<file path="src/rtl/refill_pkg.sv">
package refill_pkg;
    typedef enum logic [1:0] {
        S_IDLE      = 2'd0,
        S_WAIT_CRIT = 2'd1,
        S_STREAM    = 2'd2
    } fill_state_e;
endpackage

</file>
<file path="src/rtl/refill_seq.sv">
module refill_seq #(
    parameter int WORDS = 8,
    localparam int OFF_W = $clog2(WORDS)
) (
    input  logic             clk,
    input  logic             rst_n,
    input  logic             start,
    input  logic [OFF_W-1:0] start_off,
    input  logic             req_fire,
    input  logic             rsp_fire,
    output logic [OFF_W-1:0] req_off,
    output logic [OFF_W-1:0] rsp_off,
    output logic             req_left,
    output logic             rsp_last
);
    localparam logic [OFF_W:0]   CNT_FULL = (OFF_W+1)'(WORDS);
    localparam logic [OFF_W-1:0] LAST_IDX = OFF_W'(WORDS - 1);

    logic [OFF_W-1:0] base_q;
    logic [OFF_W:0]   req_cnt_q;
    logic [OFF_W-1:0] rsp_cnt_q;

    always_ff @(posedge clk) begin
        if (!rst_n) begin
            base_q    <= '0;
            req_cnt_q <= '0;
            rsp_cnt_q <= '0;
        end else if (start) begin
            base_q    <= start_off;
            req_cnt_q <= '0;
            rsp_cnt_q <= '0;
        end else begin
            if (req_fire) req_cnt_q <= req_cnt_q + 1'b1;
            if (rsp_fire) rsp_cnt_q <= rsp_cnt_q + 1'b1;
        end
    end

    // offsets wrap naturally: WORDS is a power of two
    always_comb begin
        req_off  = base_q + req_cnt_q[OFF_W-1:0];
        rsp_off  = base_q + rsp_cnt_q;
        req_left = req_cnt_q < CNT_FULL;
        rsp_last = rsp_cnt_q == LAST_IDX;
    end

    // never more than WORDS requests per refill
    a_r4_req_bound: assert property (@(posedge clk) disable iff (!rst_n)
        req_fire |-> (req_cnt_q < CNT_FULL));
endmodule

</file>
<file path="src/rtl/refill_linebuf.sv">
module refill_linebuf #(
    parameter int WORDS  = 8,
    parameter int DATA_W = 32,
    localparam int OFF_W = $clog2(WORDS)
) (
    input  logic              clk,
    input  logic              rst_n,
    input  logic              clear,
    input  logic              wr_en,
    input  logic [OFF_W-1:0]  wr_off,
    input  logic [DATA_W-1:0] wr_data,
    input  logic [OFF_W-1:0]  rd_off,
    output logic [DATA_W-1:0] rd_data,
    output logic              rd_hit
);
    logic [DATA_W-1:0] words_q [WORDS];
    logic [WORDS-1:0]  valid_q;

    always_ff @(posedge clk) begin
        if (!rst_n) begin
            valid_q <= '0;
        end else if (clear) begin
            valid_q <= '0;
        end else if (wr_en) begin
            valid_q[wr_off] <= 1'b1;
        end
    end

    always_ff @(posedge clk) begin
        if (wr_en) words_q[wr_off] <= wr_data;
    end

    always_comb begin
        rd_data = words_q[rd_off];
        rd_hit  = valid_q[rd_off];
    end

    // each word of the line is written exactly once per refill
    a_r7_single_write: assert property (@(posedge clk) disable iff (!rst_n)
        (wr_en && !clear) |-> !valid_q[wr_off]);
endmodule

</file>
<file path="src/rtl/line_refill_ctrl.sv">
module line_refill_ctrl
    import refill_pkg::*;
#(
    parameter int ADDR_W = 16,
    parameter int DATA_W = 32,
    parameter int WORDS  = 8
) (
    input  logic              clk,
    input  logic              rst_n,
    input  logic              wrap_mode,
    input  logic              cpu_req,
    input  logic              cpu_miss,
    input  logic [ADDR_W-1:0] cpu_addr,
    output logic              cpu_rvalid,
    output logic [DATA_W-1:0] cpu_rdata,
    output logic              cpu_stall,
    output logic              busy,
    output logic              line_valid,
    output logic              mem_req_valid,
    input  logic              mem_req_ready,
    output logic [ADDR_W-1:0] mem_req_addr,
    input  logic              mem_rsp_valid,
    output logic              mem_rsp_ready,
    input  logic [DATA_W-1:0] mem_rsp_data
);
    localparam int OFF_W  = $clog2(WORDS);
    localparam int LINE_W = ADDR_W - OFF_W;

    fill_state_e       state_q, state_d;
    logic [LINE_W-1:0] line_q;
    logic [OFF_W-1:0]  crit_q;
    logic              line_valid_q;

    logic [OFF_W-1:0]  cpu_off, req_off, rsp_off;
    logic              same_line, accept, req_fire, rsp_fire;
    logic              req_left, rsp_last, buf_hit, arrive_now;
    logic [DATA_W-1:0] buf_data;

    assign cpu_off   = cpu_addr[OFF_W-1:0];
    assign same_line = cpu_addr[ADDR_W-1:OFF_W] == line_q;
    assign accept    = (state_q == S_IDLE) && cpu_req && cpu_miss;
    assign req_fire  = mem_req_valid && mem_req_ready;
    assign rsp_fire  = mem_rsp_valid && mem_rsp_ready;

    refill_seq #(.WORDS(WORDS)) u_seq (
        .clk       (clk),
        .rst_n     (rst_n),
        .start     (accept),
        .start_off (wrap_mode ? cpu_off : '0),
        .req_fire  (req_fire),
        .rsp_fire  (rsp_fire),
        .req_off   (req_off),
        .rsp_off   (rsp_off),
        .req_left  (req_left),
        .rsp_last  (rsp_last)
    );

    refill_linebuf #(.WORDS(WORDS), .DATA_W(DATA_W)) u_buf (
        .clk     (clk),
        .rst_n   (rst_n),
        .clear   (accept),
        .wr_en   (rsp_fire),
        .wr_off  (rsp_off),
        .wr_data (mem_rsp_data),
        .rd_off  (cpu_off),
        .rd_data (buf_data),
        .rd_hit  (buf_hit)
    );

    // next-state logic
    always_comb begin
        state_d = state_q;
        unique case (state_q)
            S_IDLE:      if (accept) state_d = S_WAIT_CRIT;
            S_WAIT_CRIT: if (rsp_fire && rsp_off == crit_q)
                             state_d = rsp_last ? S_IDLE : S_STREAM;
            S_STREAM:    if (rsp_fire && rsp_last) state_d = S_IDLE;
            default:     state_d = S_IDLE;
        endcase
    end

    // state register and refill context
    always_ff @(posedge clk) begin
        if (!rst_n) begin
            state_q      <= S_IDLE;
            line_q       <= '0;
            crit_q       <= '0;
            line_valid_q <= 1'b0;
        end else begin
            state_q <= state_d;
            if (accept) begin
                line_q       <= cpu_addr[ADDR_W-1:OFF_W];
                crit_q       <= cpu_off;
                line_valid_q <= 1'b0;
            end else if (rsp_fire && rsp_last) begin
                line_valid_q <= 1'b1;
            end
        end
    end

    // outputs
    always_comb begin
        busy          = state_q != S_IDLE;
        line_valid    = line_valid_q;
        mem_req_valid = busy && req_left;
        mem_req_addr  = {line_q, req_off};
        mem_rsp_ready = busy;
        arrive_now    = rsp_fire && (rsp_off == cpu_off);
        cpu_rvalid    = busy && cpu_req && same_line && (buf_hit || arrive_now);
        cpu_rdata     = buf_hit ? buf_data : mem_rsp_data;
        cpu_stall     = cpu_req && !cpu_rvalid && (busy || cpu_miss);
    end

    // an accepted miss makes the controller busy next cycle
    a_r1_busy_after_accept: assert property (@(posedge clk) disable iff (!rst_n)
        accept |=> busy);
    // wrap order starts at the missed word
    a_r2_first_req_crit: assert property (@(posedge clk) disable iff (!rst_n)
        (accept && wrap_mode) |=>
            (mem_req_valid && mem_req_addr == $past(cpu_addr)));
    // linear order starts at word 0
    a_r3_first_req_zero: assert property (@(posedge clk) disable iff (!rst_n)
        (accept && !wrap_mode) |=>
            (mem_req_valid && mem_req_addr[OFF_W-1:0] == '0));
    // a pending request holds its address
    a_r4_req_hold: assert property (@(posedge clk) disable iff (!rst_n)
        (mem_req_valid && !mem_req_ready) |=>
            (mem_req_valid && $stable(mem_req_addr)));
    // other-line requests wait while busy
    a_r9_other_line_waits: assert property (@(posedge clk) disable iff (!rst_n)
        (busy && cpu_req && !same_line) |-> (cpu_stall && !cpu_rvalid));
    // the line becomes valid only after a response was taken
    a_r10_line_valid_late: assert property (@(posedge clk) disable iff (!rst_n)
        $rose(line_valid) |-> $past(rsp_fire));
endmodule

</file>
<file path="config.mk">
export PLATFORM = sky130hd
export DESIGN_NAME = line_refill_ctrl
export DESIGN_NICKNAME = d
export VERILOG_FILES = /design/src/rtl/refill_pkg.sv /design/src/rtl/refill_seq.sv /design/src/rtl/refill_linebuf.sv /design/src/rtl/line_refill_ctrl.sv
export SDC_FILE = /design/constraint.sdc
export NUM_CORES = 1
export LEC_CHECK = 0
export BUFFER_PORTS_ARGS = -buffer_cell sky130_fd_sc_hd__buf_2
export CAP_MARGIN = 0
export CORE_MARGIN = 1
export CORE_UTILIZATION = 53
export CTS_CLUSTER_SIZE = 20
export DETAILED_ROUTE_END_ITERATION = 8
export GPL_TIMING_DRIVEN = 0
export HOLD_SLACK_MARGIN = 0.02
export PLACE_DENSITY = 0.75
export SETUP_SLACK_MARGIN = 0.2
export SYNTH_ARGS = -nofsm -noshare
export SYNTH_HDL_FRONTEND = slang
export SYNTH_HIERARCHICAL = 1
export SYNTH_SLANG_ARGS = --single-unit
</file>
<file path="constraint.sdc">
create_clock -name clk -period 4.7 [get_ports clk]
set_clock_uncertainty 0.15 [all_clocks]
set_input_delay 0.235 -clock clk [delete_from_list [all_inputs] [get_ports clk]]
set_output_delay 0.235 -clock clk [all_outputs]
set_load 0.05 [all_outputs]
</file>
==> results.toml <==
[worst_setup_path]
cpMaxStageDelayCell = "xnor2_1"
path_class = "flop to output pin"
rr_worst_depth = 6
cp-end-kind = "output pin"
rr_endpoint = "u_buf/words_q[4][7]"
crit_required_ps = 4320
max_stage_delay_ps = 880
critPathTopFamily = "XOR/XNOR gates"
cp-start-kind = "flop"
ff2ff_setup_slack_ps = 1150
critPathArrivalTime_ps = 3380
cpMostUsedCell = "xnor2_1"
timing.critical_path.cells = "ha_1 -> fa_1 -> xnor2_1 -> xnor2_1 -> xnor2_1 -> a41o_1 -> and3_1 -> buf_2"
crit_cells = 8
worst-path-buf-inv = 1
critPathMaxFanout = 11
worstReg2RegStart = "u_seq/base_q[0]"

[routing]
drtIter0Drc = 480
wl_met3_um = 1440
drt-met1-wl_um = 10400
vias_per_cell = 5.75
num_vias = 6481
drt-total-wl_um = 24900
highest_layer = "met4"
drc = 6
ant_nets = 0
wl_per_cell_um = 22.1
met2_length_um = 12700
drt-pass1-iter-count = 6

[power_and_ir_drop]
ir_drop_mv = 0.285
p_leak_nw = 5.07
p_per_area_mw_per_mm2 = 401

[placement]
place_congestion = 0.741
post_dp_cell_area_mm2 = 0.0130
placement.io_buffers = 108
dp_hpwl_um = 14700
dp.cells = 1010

[clock_network]
cts.reportedPaths.clkPinSlew_ps = 60
cts-buffers-inserted = 30
clock_sinks = 293
htreeDepth = 1
cts_tree = "done"
cts_resized = 0
worstSkewPairLatency_ps = 540
cts_buffer_depth = 3
cts_hold_buf = 61
root_buffer = "clkbuf_16"
post_cts_buffers = 0

[layout]
nNetsFinal = 885
final_area_mm2 = 0.0147
layoutNonFillerInstCount = 1127
n_antenna_cell = 0
synthToLayoutAreaGrowth_pct = 22.5
layout_common_cells = "256 x edfxtp_1, 121 x buf_2, 65 x mux2_2"
fin_util_pct = 66.8
drive_above_1_share_pct = 40.7
layout_commonest_cell = "edfxtp_1"

[synthesis]
yosysWarnings = 6
synth_edf_count = 256
async_flop_share_pct = 0
synth_seq_cells = 293
synth.distinct_cells = 51
synth_ff_type = "edfxtp_1"
avgSynthCellArea_um2 = 19.5
synthesis.area_mm2 = 0.0120
syn_nets = 677
synth_seq_area_share_pct = 70.2
postSynthCellCount = 615

[hold_path]
whs_endpoint = "u_seq/req_cnt_q[2]"
hold_path_depth = 4
hp-class = "input pin to flop"
hold_path_startpoint = "mem_req_ready"

[status]
violations = "design-rule violations"
status = "complete, but fails checks"

[timing]
hold_viol = 0
fin_hold_ws_ps = 77.4
slew_violations = 0
slew_headroom_pct = 23.9
worstMarginPinSlew_ps = 1130
clock.fmax_mhz = 266
finalCritPeriodShare_pct = 80.1
setup_viol = 0
period_minus_slack_ps = 3770
rsz0062_at_grt = "no"

[floorplanning]
rows = 54
pin_count = 109
die_w_um = 153
die_y_um = 153
core_mm2 = 0.0220
die_area_mm2 = 0.0233
initial_core_util_pct = 54.5

[flow_run]
drv_cap = 0

[grt]
overflow = 0
antenna_found_initial = 0
grt_max_degree = 33
grt_pass1_vias = 6994
grt_pass1_wl_um = 38900
grt_usage_pct = 22.1
[worst min-delay path, stage by stage]
cell and delay [ps]:
buf_2 90, and3_2 240, nand3b_1 90, a21oi_1 60
[how the worst max path moves through the flow]
stage                      endpoint            start  slack [ps]
3_5_place_dp   u_buf/words_q[6][23]  u_seq/base_q[0]        1170
4_1_cts                  cpu_rvalid  u_seq/base_q[0]         920
6_report                 cpu_rvalid  u_seq/base_q[0]         930
2_1_floorplan   u_buf/words_q[1][0]  u_seq/base_q[0]        -530
5_1_grt                   cpu_stall  u_seq/base_q[0]         700
3_3_place_gp   u_buf/words_q[2][14]  u_seq/base_q[0]       -3700
[stage by stage]
step / setup TNS [ps] / worst slack [ps] / power (mW)
6_report: 0 / 935 / 5.90
5_1_grt: 0 / 704 / 6.08
4_1_cts: 0 / 923 / 5.94
3_5_place_dp: 0 / 1170 / 3.40
3_3_place_gp: -251680 / -3700 / 3.38
2_1_floorplan: -34930 / -533 / 3.26
[area by class of cell]
| class | count | area, um2 |
|---|---|---|
| Sequential cell | 293 | 8430 |
| Inverter | 14 | 57.6 |
| Buffer | 28 | 206 |
| Multi-Input combinational cell | 280 | 3350 |
| Timing Repair Buffer | 176 | 1240 |
| Clock buffer | 31 | 776 |
| Fill cell | 1435 | 7320 |
| Clock inverter | 25 | 297 |
| Tap cell | 280 | 350 |
[Yosys cell counts (all sizes together), types with 2 or more instances]
| cell | number | share of area, % |
|---|---|---|
| edfxtp | 256 | 64 |
| mux4 | 66 | 13 |
| mux2 | 65 | 6.1 |
| dfxtp | 37 | 6.2 |
| nand2 | 35 | 1.1 |
| xnor2 | 25 | 1.8 |
| buf | 22 | 1.5 |
| a21boi | 16 | 1.3 |
| inv | 14 | 0.48 |
| nor2 | 11 | 0.41 |
| a21oi | 7 | 0.29 |
| mux2i | 7 | 0.58 |
| and2 | 5 | 0.29 |
| clkbuf | 5 | 0.16 |
| ha | 5 | 0.52 |
| nand4 | 4 | 0.21 |
| nand2b | 3 | 0.16 |
| nand4b | 3 | 0.22 |
| nor2b | 3 | 0.16 |
| a41oi | 2 | 0.15 |
| and3 | 2 | 0.11 |
| fa | 2 | 0.33 |
| nand3 | 2 | 0.19 |
| nand3b | 2 | 0.13 |
| nor4bb | 2 | 0.17 |
| o21a | 2 | 0.13 |
| o21ba | 2 | 0.17 |
[report_power, final]
| part | total, mW | switching, mW | internal (mW) |
|---|---|---|---|
| sequential | 2.88 | 0.0174 | 2.86 |
| combinational | 0.506 | 0.294 | 0.212 |
| clock | 2.52 | 0.985 | 1.53 |
| total | 5.90 | 1.30 | 4.61 |
[sequential cells by signal, summed over array words and instances, names as in the netlist]
register,count
crit_q,3
line_q,13
line_valid,1
state_q,2
u_buf/valid_q,8
u_buf/words_q,256
u_seq/base_q,3
u_seq/req_cnt_q,4
u_seq/rsp_cnt_q,3
[cells by family after synthesis]
family	Yosys count	synth area share (%)
flops	293	70.2
buf+inv	42	2.20
simple gates	76	3.44
mux	138	19.2
compound gates	34	2.30
xor+xnor	25	1.82
fa+ha+maj	7	0.855
[per-layer routing]
| layer | track usage, % | up-vias |
|---|---|---|
| met5 | 0 | - |
| met4 | 6.40 | 0 |
| met3 | 2.82 | 41 |
| met2 | 38.6 | 235 |
| met1 | 29.4 | 3334 |
| li1 | - | 2871 |
(Power assumes the default switching activity.)
